<file path="config.mk">
export PLATFORM = sky130hd
export DESIGN_NAME = rx_ais_fill
export DESIGN_NICKNAME = d
export VERILOG_FILES = /design/src/rtl/rx_ais_pkg.sv /design/src/rtl/rx_ais_persist.sv /design/src/rtl/rx_ais_trigger.sv /design/src/rtl/rx_ais_outreg.sv /design/src/rtl/rx_ais_fill.sv
export SDC_FILE = /design/constraint.sdc
export NUM_CORES = 1
export LEC_CHECK = 0
export BUFFER_PORTS_ARGS = -buffer_cell sky130_fd_sc_hd__buf_2
export CAP_MARGIN = 0
export CORE_AREA = 2 2 39 41
export DETAILED_ROUTE_END_ITERATION = 16
export DIE_AREA = 0 0 41 43
export GPL_TIMING_DRIVEN = 1
export SYNTH_ARGS = -nofsm -noshare
export SYNTH_HDL_FRONTEND = slang
export SYNTH_HIERARCHICAL = 1
export SYNTH_SLANG_ARGS = --single-unit
</file>
<file path="constraint.sdc">
create_clock -name clk -period 2.33 [get_ports clk]
set_input_delay 0.699 -clock clk [delete_from_list [all_inputs] [get_ports clk]]
set_output_delay 0.699 -clock clk [all_outputs]
set_load 0.02 [all_outputs]
</file>
<file path="src/rtl/rx_ais_pkg.sv">
package rx_ais_pkg;
   typedef enum logic {
      SRC_FRAMER = 1'b0,
      SRC_TOPLVL = 1'b1
   } fill_src_e;
endpackage

</file>
<file path="src/rtl/rx_ais_persist.sv">
module rx_ais_persist #(
   parameter int TICKS   = 25,
   parameter bit QUAL_EN = 1'b1
) (
   input  logic clk,
   input  logic rst_n,
   input  logic tick_i,
   input  logic oof_i,
   output logic qual_o
);
   localparam int CW = $clog2(TICKS + 1);
   localparam logic [CW-1:0] LIM = CW'(TICKS);

   initial begin
      assert (TICKS >= 1) else $fatal(1, "TICKS must be at least 1");
   end

   generate
      if (QUAL_EN) begin : g_qual
         logic [CW-1:0] cnt;
         always_ff @(posedge clk) begin
            if (!rst_n)                   cnt <= '0;
            else if (!oof_i)              cnt <= '0;
            else if (tick_i && cnt != LIM) cnt <= cnt + 1'b1;
         end
         assign qual_o = (cnt == LIM);

         // a low out-of-frame clears the count on the next edge
         assert_clear_R4: assert property (@(posedge clk) disable iff (!rst_n)
            !oof_i |=> (cnt == '0));
         // the count never passes its limit
         assert_limit_R3: assert property (@(posedge clk) disable iff (!rst_n)
            cnt <= LIM);
         // qualification rises only on a sampled tick under out-of-frame
         assert_rise_R3: assert property (@(posedge clk) disable iff (!rst_n)
            $rose(qual_o) |-> ($past(tick_i) && $past(oof_i)));
      end else begin : g_direct
         assign qual_o = oof_i;
      end
   endgenerate
endmodule

</file>
<file path="src/rtl/rx_ais_trigger.sv">
module rx_ais_trigger
   import rx_ais_pkg::*;
(
   input  fill_src_e mode_i,
   input  logic      auto_i,
   input  logic      force_i,
   input  logic      los_i,
   input  logic      oof_i,
   input  logic      oof_qual_i,
   input  logic      ais_det_i,
   input  logic      llb_i,
   input  logic      plb_i,
   output logic      act_o,
   output logic      tap_o
);
   logic frm_cond, top_cond;

   always_comb begin
      frm_cond = ais_det_i | los_i | oof_qual_i;
      top_cond = los_i | oof_i | llb_i | plb_i;
      unique case (mode_i)
         SRC_FRAMER: act_o = force_i | (auto_i & frm_cond);
         SRC_TOPLVL: act_o = force_i | (auto_i & top_cond);
         default:    act_o = force_i;
      endcase
      tap_o = act_o & (mode_i == SRC_FRAMER);
   end
endmodule

</file>
<file path="src/rtl/rx_ais_outreg.sv">
module rx_ais_outreg #(
   parameter int DW = 1
) (
   input  logic          clk,
   input  logic          rst_n,
   input  logic          act_i,
   input  logic          tap_i,
   input  logic [DW-1:0] data_i,
   output logic [DW-1:0] ds_o,
   output logic [DW-1:0] lb_o
);
   initial begin
      assert (DW >= 1) else $fatal(1, "DW must be at least 1");
   end

   always_ff @(posedge clk) begin
      if (!rst_n) begin
         ds_o <= '0;
         lb_o <= '0;
      end else begin
         ds_o <= act_i ? '1 : data_i;
         lb_o <= tap_i ? '1 : data_i;
      end
   end

   // fill overwrites every bit one cycle later
   assert_fill_R5: assert property (@(posedge clk) disable iff (!rst_n)
      act_i |=> (ds_o == '1));
   // no fill passes the word through unchanged
   assert_pass_R5: assert property (@(posedge clk) disable iff (!rst_n)
      !act_i |=> (ds_o == $past(data_i)));
   // tap carries data whenever it is not filled
   assert_tap_R6: assert property (@(posedge clk) disable iff (!rst_n)
      !tap_i |=> (lb_o == $past(data_i)));
endmodule

</file>
<file path="src/rtl/rx_ais_fill.sv">
module rx_ais_fill
   import rx_ais_pkg::*;
#(
   parameter int DW            = 1,
   parameter int PERSIST_TICKS = 25,
   parameter bit QUAL_EN       = 1'b1
) (
   input  logic          clk,
   input  logic          rst_n,
   input  logic          tick_i,
   input  logic [DW-1:0] rx_data_i,
   input  logic          los_i,
   input  logic          oof_i,
   input  logic          ais_det_i,
   input  logic          llb_i,
   input  logic          plb_i,
   input  logic          force_i,
   input  logic          mode_i,
   input  logic          cfg_wr_i,
   input  logic          cfg_auto_i,
   output logic [DW-1:0] ds_data_o,
   output logic [DW-1:0] lb_data_o
);
   logic auto_q, oof_qual, act, tap;
   fill_src_e mode;

   assign mode = fill_src_e'(mode_i);

   always_ff @(posedge clk) begin
      if (!rst_n)        auto_q <= 1'b1;
      else if (cfg_wr_i) auto_q <= cfg_auto_i;
   end

   rx_ais_persist #(.TICKS(PERSIST_TICKS), .QUAL_EN(QUAL_EN)) u_persist (
      .clk(clk), .rst_n(rst_n), .tick_i(tick_i), .oof_i(oof_i), .qual_o(oof_qual)
   );

   rx_ais_trigger u_trig (
      .mode_i(mode), .auto_i(auto_q), .force_i(force_i), .los_i(los_i),
      .oof_i(oof_i), .oof_qual_i(oof_qual), .ais_det_i(ais_det_i),
      .llb_i(llb_i), .plb_i(plb_i), .act_o(act), .tap_o(tap)
   );

   rx_ais_outreg #(.DW(DW)) u_out (
      .clk(clk), .rst_n(rst_n), .act_i(act), .tap_i(tap),
      .data_i(rx_data_i), .ds_o(ds_data_o), .lb_o(lb_data_o)
   );

   // software force always fills downstream
   assert_force_R1: assert property (@(posedge clk) disable iff (!rst_n)
      force_i |=> (ds_data_o == '1));
   // top-level source reacts at once to a loopback with auto-enable set
   assert_loop_R2: assert property (@(posedge clk) disable iff (!rst_n)
      (mode_i && auto_q && (llb_i || plb_i)) |=> (ds_data_o == '1));
   // a cleared flag and no force leave data untouched
   assert_auto_R7: assert property (@(posedge clk) disable iff (!rst_n)
      (!auto_q && !force_i) |=> (ds_data_o == $past(rx_data_i)));
endmodule

</file>
After elaboration in Yosys (flattened, before gate mapping)
Cells that the tools add are included.
{"block": "classes", "addsub": 1, "n_eq_ne": 2, "mux": 3, "n_bitwise": 11, "n_reduce_logical": 2}
{"operator": "bitwise OR 1 bit", "n": 7}
{"operator": "adder 5 x 1 -> 5 bit, second input constant", "n": 1}
{"operator": "equality test 5 bit, second input constant", "n": 1}
{"operator": "inequality test 5 bit, second input constant", "n": 1}
{"operator": "bitwise AND 1 bit", "n": 3}
{"operator": "two-way mux 1 bit", "n": 2}
{"operator": "one-hot mux 1 bit (2 select lines)", "n": 1}
{"operator": "AND reduction 2 bit", "n": 1}
{"operator": "logical AND 1 bit", "n": 1}
{"operator": "NOT 1 bit", "n": 1}
{"block": "word_totals", "regBits": 8, "in_bits": 13, "out_inout_bits": 2, "elab_cells": 23}

Depth between registers and ports, before layout
Gate-level depths: netlist (run 1).
{"block": "logic_depth", "ltp_word": 8, "ltp_mapped": 8, "ltp_nobuf": 7}

Cells and area by module
Netlist (run 1), hierarchy kept.
{"mod": "rx_ais_persist", "instances": 1, "cells_each": 28, "area_each_um2": 249.0, "seq_area_each_um2": 100.1}
{"mod": "rx_ais_outreg", "instances": 1, "cells_each": 4, "area_each_um2": 55.1, "seq_area_each_um2": 40.0}
{"mod": "rx_ais_trigger", "instances": 1, "cells_each": 7, "area_each_um2": 50.0, "seq_area_each_um2": 0.0}
{"mod": "rx_ais_fill", "instances": 1, "cells_each": 3, "area_each_um2": 33.8, "seq_area_each_um2": 20.0}

Least setup slack after synthesis (run 1)
OpenSTA, ideal clock, no wires.
{"block": "synth_path", "path_kind": "reg2reg", "startpoint": "register u_persist.g_qual.cnt[1]", "endpoint": "register u_out.lb_o", "setup_ns": 0.115, "arrival_ns": 1.458, "required_time_ns": 2.215, "slack_ns": 0.758, "stages_incl_launch_ff": 9, "n_path_buf": 1, "path_cell_list": "dfxtp_1 -> inv_1 -> ha_1 -> and4b_1 -> buf_6 -> or3_1 -> a21oi_1 -> nor2_1 -> o21a_1"}
{"block": "synth_via", "elab_chain_len": 7}
{"item": "from (decl)", "line": "rx_ais_persist.sv:20", "rtl": "logic [CW-1:0] cnt;"}
{"item": "from (signal assigned)", "line": "rx_ais_persist.sv:24", "rtl": "else if (tick_i && cnt != LIM) cnt <= cnt + 1'b1;"}
{"item": "equality test 5 bit", "line": "rx_ais_persist.sv:26", "rtl": "assign qual_o = (cnt == LIM);"}
{"item": "named net oof_qual", "line": "rx_ais_fill.sv:24", "rtl": "logic auto_q, oof_qual, act, tap;"}
{"item": "bitwise OR 1 bit", "line": "rx_ais_trigger.sv:19", "rtl": "frm_cond = ais_det_i | los_i | oof_qual_i;"}
{"item": "bitwise AND 1 bit", "line": "rx_ais_trigger.sv:22", "rtl": "SRC_FRAMER: act_o = force_i | (auto_i & frm_cond);"}
{"item": "bitwise OR 1 bit", "line": "rx_ais_trigger.sv:22"}
{"item": "one-hot mux 1 bit (2 select lines)", "line": "rx_ais_trigger.sv:21", "rtl": "unique case (mode_i)"}
{"item": "bitwise AND 1 bit", "line": "rx_ais_trigger.sv:26", "rtl": "tap_o = act_o & (mode_i == SRC_FRAMER);"}
{"item": "named net tap", "line": "rx_ais_fill.sv:24"}
{"item": "two-way mux 1 bit", "line": "rx_ais_outreg.sv:22", "rtl": "lb_o <= tap_i ? '1 : data_i;"}
{"item": "to (signal assigned)", "line": "rx_ais_outreg.sv:22"}
{"item": "to (decl)", "line": "rx_ais_outreg.sv:10", "rtl": "output logic [DW-1:0] lb_o"}
The timed path passes the listed nets, and every way through them passes these cells.
A chain may end at the register's enable or synchronous reset.

Final worst setup path (run 1)
Ends and elaborated chain as after synthesis.

==> results of run 1 <==
[where the power goes]
part           internal, mW  switching (mW)  total (mW)  leakage [nW]
Clock                0.0586          0.0421       0.101        0.0138
Sequential            0.142         0.00306       0.145        0.0656
Combinational        0.0178          0.0172      0.0350         0.141
Total                 0.218          0.0624       0.281         0.220
[state kept, by name, summed over array words and instances, names as in the netlist]
register / cells
u_out/ds_o: 1
auto_q: 1
u_persist/g_qual.cnt: 5
u_out/lb_o: 1
[Yosys cell counts, drive strengths merged]
cell type,n
clkinv,1
nor2,4
mux2i,1
a21oi,2
o21a,2
buf,1
nand2,4
a21o,1
ha,2
nor3b,1
or3,2
nor4b,1
o21ai,2
nor3,2
and4b,1
o21bai,1
xor2,3
dfxtp,8
inv,1
nand4,2
[critical path, cell delays in order (launching register included)]
cell	delay (ns)
dfxtp_1	0.35
inv_1	0.07
ha_1	0.17
and4b_1	0.25
or3_1	0.33
a21oi_1	0.17
nor2_1	0.06
o21a_1	0.16
[cell usage in the layout, fill, tap and decap left out]
cell type,netlist,final
mux2i_1,1,1
or3_1,2,2
inv_1,1,1
a21o_1,1,1
and4b_1,1,1
clkinv_1,1,1
nor2_1,4,4
nor3_1,2,2
nor4b_2,1,1
dfxtp_1,8,8
ha_1,2,2
a21oi_1,2,2
o21a_1,2,2
clkbuf_4,0,3
buf_2,0,14
nand4_1,2,2
nor3b_1,1,1
o21ai_1,2,2
o21bai_1,1,1
xor2_1,3,3
nand2_1,4,4
[kinds of logic (layout without fill, tap and decap cells)]
group	Yosys count	in the layout
AND/OR/NAND/NOR	17	17
multiplexers	1	1
flip-flops	8	8
XOR/XNOR	3	3
AO/OA/AOI/OAI	8	8
adder cells (fa/ha/maj)	2	2
buffers and inverters	3	19
[cell type report]
| class | count | area, µm² |
|---|---|---|
| fillers | 154 | 895 |
| well taps | 16 | 20.0 |
| multi-input cells | 31 | 209 |
| clock buffers | 3 | 22.5 |
| repair buffers | 14 | 70.1 |
| inverters | 2 | 7.51 |
| flip-flops and latches | 8 | 160 |
[stage by stage]
| stage | std cells | total power, mW | utilization | setup WS (ns) | area, µm² |
|---|---|---|---|---|---|
| floorplan | 42 | 0.165 | - | 0.758 | 388 |
| global placement | 71 | 0.183 | 0.337 | 0.703 | 467 |
| detailed placement | 71 | 0.183 | 0.337 | 0.687 | 467 |
| CTS | 74 | 0.288 | 0.354 | 0.686 | 489 |
| global route | 74 | 0.303 | 0.354 | 0.585 | 489 |
| finish | 74 | 0.281 | 0.354 | 0.677 | 489 |
[worst min path at each step]
stage                                         startpoint  cells past startpoint                                    to  slack [ns]
floorplan                            auto_q$_SDFFE_PN1P_                      2                   auto_q$_SDFFE_PN1P_        0.46
global placement                     auto_q$_SDFFE_PN1P_                      2                   auto_q$_SDFFE_PN1P_        0.51
detailed placement  u_persist/g_qual.cnt[4]$_SDFFE_PN0P_                      2  u_persist/g_qual.cnt[4]$_SDFFE_PN0P_        0.51
CTS                                  auto_q$_SDFFE_PN1P_                      2                   auto_q$_SDFFE_PN1P_        0.52
global route                         auto_q$_SDFFE_PN1P_                      2                   auto_q$_SDFFE_PN1P_        0.56
finish                               auto_q$_SDFFE_PN1P_                      2                   auto_q$_SDFFE_PN1P_        0.51
[layer usage]
metal  part of all wire  vias up
met1               0.43      163
li1                   -      181
met5                  0        -
met2               0.54        3
met4              0.012        0
met3              0.020        2
==> results.cfg, run 1 <==
[clock_tree]
insertion_delay_ns = 0.24
cts_made_buffers = 3
clock_path_buffers = 2
cts_resized = 0
clock_tree_from_tritoncts = built
clock_sinks = 8
clk_pin_slew_ns = 0.05
cts_max_level = 1
cts_hold_repair.buffers = 0
post-cts-setup-buffer-count = 0
clk_root_buffer_cell = clkbuf_4

[synthesis]
synth_cell_type_count = 20
muxShareOfSynthArea = 0.0258
synth_top_cells_by_area = dfxtp_1, xor2_1, ha_1, nand2_1, nor2_1
synth-adder-area-share = 0.0645
post_synth_inst_count = 42
ys_seq_elements = 8
synth_top_area_frac = 0.413
postSynthAreaPerCell_um2 = 9.24
post_synthesis_xor_xnor_area_fraction = 0.0677
cell_area_after_synthesis_um2 = 388
synth.yosys.seq_area_share = 0.413
synth_compound_area_frac = 0.129
postSynthNetCount = 57
post_synthesis_simple_gate_area_fraction = 0.252
synthesis.yosys.warnings = 6
synth_top_area_cell = dfxtp_1
synth_top_family_by_area = simple AND/OR/NAND/NOR gates

[route]
antenna_viol_nets_final = 0
dr.pass1.iters = 2
finalWirelength_um = 735
routed_via_density = 4.72
detail_route.wl_per_cell_um = 9.93
detailedRoute.firstIterationViolations = 5
routed-via-count = 349
drcViolationCount = 0

[worst_setup_path]
critical_path.endpoint_type = register
regToRegStartpoint = u_persist/g_qual.cnt[1]$_SDFFE_PN0P_
critical_path.startpoint_type = register
timing.critical_path.to = u_out/lb_o$_SDFF_PN0_
setup.worst_path.class = register to register
reg2regPathDepth = 7
rrSetupSlack_ns = 0.68
worstPathArrival_ns = 1.79
path_max_fanout = 7
worst_r2r_endpoint = u_out/lb_o$_SDFF_PN0_
worst_ep_required_time_ns = 2.47
crit_path_start = u_persist/g_qual.cnt[1]$_SDFFE_PN0P_

[sta]
final.min_clock_period_ns = 1.65
pin_slew_with_the_least_headroom_to_its_limit_ns = 0.218
achievable-frequency_mhz = 605
report.final.setup_viol = 0
timing.slew.headroom = 0.854
whs_ns = 0.515
largest_clock_skew_in_the_final_design_ns = 0.00300
setup-tns-final_ns = 0
finalMaxSlewViolations = 0
finalHoldViolations = 0
rsz0062_at_grt = no
period_share = 0.710

[die]
start_util = 0.280
ioPinCount = 15
design.die.area_um2 = 1760
die_ht_um = 43
fp-row-count = 14
fp.coreArea_um2 = 1380
die_span_in_x_um = 41

[run_status]
outcome = finished clean

[global_route]
antenna_found_initial = 0
globalRouteMet1Util = 0.0968
grt_max_degree = 8
groute.layer.met2.usage = 0.138
grtUsageMet3 = 0.0471
grt_pass1_wl_mm = 1.10
global_route.overflow_total = 0
groute.usage.overall = 0.0985
grt_pass1_vias = 304
grt_max_usage_layer = met2

[min_path]
hold_class = register to register

[pwr]
power.density_cell_area_nw_per_um2 = 574
cellLeakagePower_nw = 0.220
power.ir.vdd_worst_v = 0.000273

[final_layout]
insertedDiodeCount = 0
layout.nets = 75
fraction_of_layout_cells_with_a_size_suffix_above_1 = 0.310
area_growth_pct = 26.1

[placement]
gp_congestion = 0.692
buffer_ports.inserted = 14
hpwl_um = 596

[flow_run]
timing.max_cap.violations = 0
No activity file was read; power rests on OpenSTA's default activity.
==> run 2: changes to the inputs <==
==> constraint.sdc (replaced) <==
create_clock -name clk -period 1.55 [get_ports clk]
set_input_delay 0.465 -clock clk [delete_from_list [all_inputs] [get_ports clk]]
set_output_delay 0.465 -clock clk [all_outputs]
set_load 0.02 [all_outputs]
==> run 2 against run 1 <==
  * Final area is 6.1% higher
  * Sequential power is 50% higher
  * Non-clock buffer count is 3 higher
  * First-iteration DRC count is 40% lower
  * Clock-buffer cell count stayed put
  * Clock power is 51% higher
  * Combinational power is 61% higher
  * Global-route usage is 1.1 points higher
  * Via count is 0.86% lower
  * Critical path depth stayed put
  * Critical path type unchanged
  * Critical endpoint unchanged
==> results.cfg, run 2 (synthesized netlist as in run 1, its figures left out) <==
[run_status]
outcome = finished clean

[clock_tree]
cts_max_level = 1
clk_pin_slew_ns = 0.05
cts_made_buffers = 3
clock_tree_from_tritoncts = built
clock_path_buffers = 2
insertion_delay_ns = 0.25
clock_sinks = 8
post-cts-setup-buffer-count = 0
clk_root_buffer_cell = clkbuf_4

[route]
antenna_viol_nets_final = 0
finalWirelength_um = 744
routed-via-count = 346
routed_via_density = 4.49
detail_route.wl_per_cell_um = 9.66
detailedRoute.firstIterationViolations = 3
dr.pass1.iters = 4
drcViolationCount = 0

[global_route]
grt_pass1_wl_mm = 1.20
grtUsageMet3 = 0.0785
global_route.overflow_total = 0
grt_pass1_vias = 300
antenna_found_initial = 0
grt_max_usage_layer = met1
grt_max_degree = 6
globalRouteMet1Util = 0.139
groute.layer.met2.usage = 0.122
groute.usage.overall = 0.110

[final_layout]
mostFrequentLayoutCells = buf_2, dfxtp_1, nand2_1, nor2_1
area_growth_pct = 33.9
stdcell_area_um2 = 519
fraction_of_layout_cells_with_a_size_suffix_above_1 = 0.393
ff_latch_area_um2 = 161
top_reg_by_flops = u_persist/g_qual.cnt
insertedDiodeCount = 0
layout.nets = 78
multi_input_area_um2 = 215
final.fill_count = 147
max_ffs_per_register = 5
most_common_cell_after_layout_fill_and_taps_aside = buf_2

[placement]
buffer_ports.inserted = 14
gp_congestion = 0.635
dpl_cell_area_um2 = 490
dpl_worst_slack_ns = 0.0500
hpwl_um = 613

[worst_setup_path]
regToRegStartpoint = u_persist/g_qual.cnt[1]$_SDFFE_PN0P_
critical_path_slowest_stage_cell = dfxtp_2
worstPathArrival_ns = 1.63
worst_ep_required_time_ns = 1.70
setup.worst_path.class = register to register
critical_path.startpoint_type = register
critical_path.max_stage_delay_ns = 0.33
crit_path_start = u_persist/g_qual.cnt[1]$_SDFFE_PN0P_
rrSetupSlack_ns = 0.07
path_max_fanout = 3
crit_chain = inv_1 > ha_2 > and4b_1 > or3_1 > a21oi_2 > nor2_1 > o21a_1
critical_path.endpoint_type = register
reg2regPathDepth = 7

[sta]
final_critical_path_setup_slack_ns = 0.0686
pin_slew_with_the_least_headroom_to_its_limit_ns = 0.187
largest_clock_skew_in_the_final_design_ns = 0.00799
setup-tns-final_ns = 0
achievable-frequency_mhz = 675
finalHoldViolations = 0
rsz0062_at_grt = no
whs_ns = 0.419
final.min_clock_period_ns = 1.48
timing.slew.headroom = 0.875
finalMaxSlewViolations = 0
period_share = 0.956
report.final.setup_viol = 0

[pwr]
power.density_cell_area_nw_per_um2 = 823
cellLeakagePower_nw = 0.235
power.ir.vdd_worst_v = 0.000544
p_total_uw = 427

[die]
fp.coreArea_um2 = 1380
die_ht_um = 43
fp-row-count = 14
start_util = 0.280
ioPinCount = 15
die_span_in_x_um = 41
design.die.area_um2 = 1760

[min_path]
hold_path_depth = 2
hold_class = primary input to register
timing.hold.worst.start = rst_n

[flow_run]
timing.max_cap.violations = 0
==> run 2: final cells by class <==
| type | instances | share of cell area |
|---|---|---|
| clock buffer | 3 | 0.0434 |
| inverter | 2 | 0.0145 |
| multi-input combinational | 31 | 0.414 |
| sequential | 8 | 0.311 |
| tap | 16 | 0.0386 |
| timing repair buffer | 17 | 0.178 |
==> run 2: critical path, delay by kind of cell, from the launching register on <==
family | cells | cell delay, ns
flops | 1 | 0.33
fa+ha+maj | 1 | 0.15
simple gates | 3 | 0.58
buf+inv | 1 | 0.05
compound gates | 2 | 0.27
==> run 2: worst paths after layout <==
kind                                                             end
worst min-delay path                             auto_q$_SDFFE_PN1P_
worst max-delay path                           u_out/lb_o$_SDFF_PN0_
worst min register to register  u_persist/g_qual.cnt[4]$_SDFFE_PN0P_
worst max register to register                 u_out/lb_o$_SDFF_PN0_
==> run 2: through the flow <==
stage,util,instances
after floorplan,-,42
after global placement,0.354,74
after detailed placement,0.354,74
after CTS,0.371,77
after global routing,0.375,77
final,0.375,77
==> run 2: routing by layer <==
| metal | vias up | routed length [µm] |
|---|---|---|
| met1 | 151 | 370 |
| met5 | - | 0 |
| li1 | 188 | - |
| met3 | 2 | 29 |
| met2 | 5 | 328 |
| met4 | 0 | 17 |
==> run 2: what timing repair did <==
| action | 4_1_cts | 5_1_grt |
|---|---|---|
| endpoints found under the setup margin | 0 | 1 |
| endpoints found under the hold margin | 0 | 0 |
| hold buffers | 0 | 0 |
| resized for setup | 0 | 2 |
==> run 2: power by group <==
group / internal, mW / switching [mW] / total, mW
Sequential: 0.214 / 0.00411 / 0.218
Combinational: 0.0288 / 0.0275 / 0.0562
Clock: 0.0882 / 0.0651 / 0.153
Total: 0.331 / 0.0966 / 0.427
==> run 3: changes to the inputs <==
--- a/config.mk
+++ b/config.mk
@@ -5,12 +5,13 @@
 export SDC_FILE = /design/constraint.sdc
 export NUM_CORES = 1
 export LEC_CHECK = 0
-export BUFFER_PORTS_ARGS = -buffer_cell sky130_fd_sc_hd__buf_2
+export BUFFER_PORTS_ARGS = -buffer_cell sky130_fd_sc_hd__buf_4
 export CAP_MARGIN = 0
 export CORE_AREA = 2 2 39 41
 export DETAILED_ROUTE_END_ITERATION = 16
 export DIE_AREA = 0 0 41 43
 export GPL_TIMING_DRIVEN = 1
+export RECOVER_POWER = 50
 export SYNTH_ARGS = -nofsm -noshare
 export SYNTH_HDL_FRONTEND = slang
 export SYNTH_HIERARCHICAL = 1
==> run 3 against run 2 <==
  * Sequential cell count did not move
  * Critical path type unchanged
  * Worst hold slack worse by 0.013 ns
  * First-iteration DRC count increased to 2.7 times the previous value
  * Maximum frequency about the same
  * Worst setup slack about the same
  * Combinational power up 13%
  * Via count decreased by 0.87%
  * Sequential power about the same
  * Sequential share of layout area is 1.3 points lower
  * Clock skew fell by 0.0071 ns
  * Core utilization up 1.6 points
==> results.cfg, run 3 (synthesized netlist as in run 1, its figures left out) <==
[worst_setup_path]
worstPathArrival_ns = 1.62
setup.worst_path.class = register to register
critical_path.endpoint_type = register
worst_ep_required_time_ns = 1.69
path_max_fanout = 3
critical_path.startpoint_type = register

[placement]
buffer_ports.inserted = 14
dpl_cell_area_um2 = 518
dp_cells = 73
gp_congestion = 0.735

[final_layout]
most_common_cell_after_layout_fill_and_taps_aside = buf_4
final_standard_cell_count_with_taps_included_and_fillers_excluded = 76
insertedDiodeCount = 0
stdcell_area_um2 = 542
final.fill_count = 141
top_reg_by_flops = u_persist/g_qual.cnt
ff_latch_area_um2 = 161
area_growth_pct = 39.7
max_ffs_per_register = 5
fraction_of_layout_cells_with_a_size_suffix_above_1 = 0.333
multi_input_area_um2 = 221
mostFrequentLayoutCells = buf_4, dfxtp_1, nand2_1, nor2_1
layout.nets = 77

[sta]
rsz0062_at_grt = yes
period_share = 0.955
report.final.setup_viol = 0
whs_ns = 0.407
finalMaxSlewViolations = 0
pin_slew_with_the_least_headroom_to_its_limit_ns = 0.253
timing.slew.headroom = 0.832
finalHoldViolations = 0
final.min_clock_period_ns = 1.48
largest_clock_skew_in_the_final_design_ns = 0.000891
achievable-frequency_mhz = 675

[route]
finalWirelength_um = 776
detailedRoute.firstIterationViolations = 8
routed-via-count = 343
detail_route.wl_per_cell_um = 10.2
dr.pass1.iters = 4
routed_via_density = 4.51
drcViolationCount = 0
antenna_viol_nets_final = 0

[global_route]
grt_pass1_vias = 323
global_route.overflow_total = 0
grt_pass1_wl_mm = 1.21
grt_max_degree = 6
antenna_found_initial = 0
groute.usage.overall = 0.104

[clock_tree]
clock_path_buffers = 2
insertion_delay_ns = 0.25
post-cts-setup-buffer-count = 0
clk_root_buffer_cell = clkbuf_4
clock_sinks = 8
cts_made_buffers = 3
cts_hold_repair.buffers = 0
cts_max_level = 1
clock_tree_from_tritoncts = built
clk_pin_slew_ns = 0.05

[die]
fp.coreArea_um2 = 1380
ioPinCount = 15
design.die.area_um2 = 1760
die_span_in_x_um = 41
fp-row-count = 14
die_ht_um = 43
start_util = 0.280

[pwr]
power.ir.vdd_worst_v = 0.000305
cellLeakagePower_nw = 0.232
power.density_cell_area_nw_per_um2 = 803
p_total_uw = 435

[flow_run]
timing.max_cap.violations = 0

[min_path]
hold_class = primary input to register

[run_status]
outcome = finished clean
## run 3: cell types whose count changed in the layout (fill, tap and decap cells not counted), sizes merged
cell,previous run,this run
clkbuf,3,6
buf,17,13
## run 3: critical path: stages (launching register included)
cell and delay (ns):
dfxtp_2 0.34, inv_2 0.05, ha_4 0.14, and4b_1 0.21, or3_1 0.31, a21oi_1 0.12, nor2_1 0.05, o21a_1 0.15
## run 3: metrics by stage
step	TNS (ns)	util	setup WS, ns
6_report	0	0.392	0.0690
5_1_grt	-0.00415	0.392	-0.00415
4_1_cts	0	0.391	0.0244
3_5_place_dp	0	0.374	0.0456
3_3_place_gp	0	0.374	0.0480
2_1_floorplan	0	-	0.0146
## run 3: metal layers
metal | track usage | wire (µm) | vias to the layer above
met4 | 0.0600 | 17 | 0
met3 | 0.0628 | 31 | 2
met5 | 0 | 0 | -
li1 | - | - | 183
met2 | 0.128 | 369 | 7
met1 | 0.133 | 358 | 151
## run 3: final timing paths
kind	from	endpoint	slack [ns]	depth (start not counted)
worst max-delay path	u_persist/g_qual.cnt[1]$_SDFFE_PN0P_	u_out/lb_o$_SDFF_PN0_	0.07	7
worst min register to register	u_persist/g_qual.cnt[4]$_SDFFE_PN0P_	u_persist/g_qual.cnt[4]$_SDFFE_PN0P_	0.51	2
worst min-delay path	rst_n	auto_q$_SDFFE_PN1P_	0.41	2
worst max register to register	u_persist/g_qual.cnt[1]$_SDFFE_PN0P_	u_out/lb_o$_SDFF_PN0_	0.07	7
## run 3: timing repair
item | CTS | global route
gates resized for setup | 0 | 3
hold endpoints to repair | 0 | 0
endpoints found under the setup margin | 0 | 1
## run 3: area by class of cell
type | count | area share
multi-input combinational | 31 | 0.409
sequential | 8 | 0.298
timing repair buffer | 16 | 0.201
clock buffer | 3 | 0.0416
tap | 16 | 0.0370
inverter | 2 | 0.0139
## run 3: where the power goes
group          internal [mW]  switching [mW]
registers              0.214         0.00420
clock network         0.0882          0.0652
logic                 0.0356          0.0280
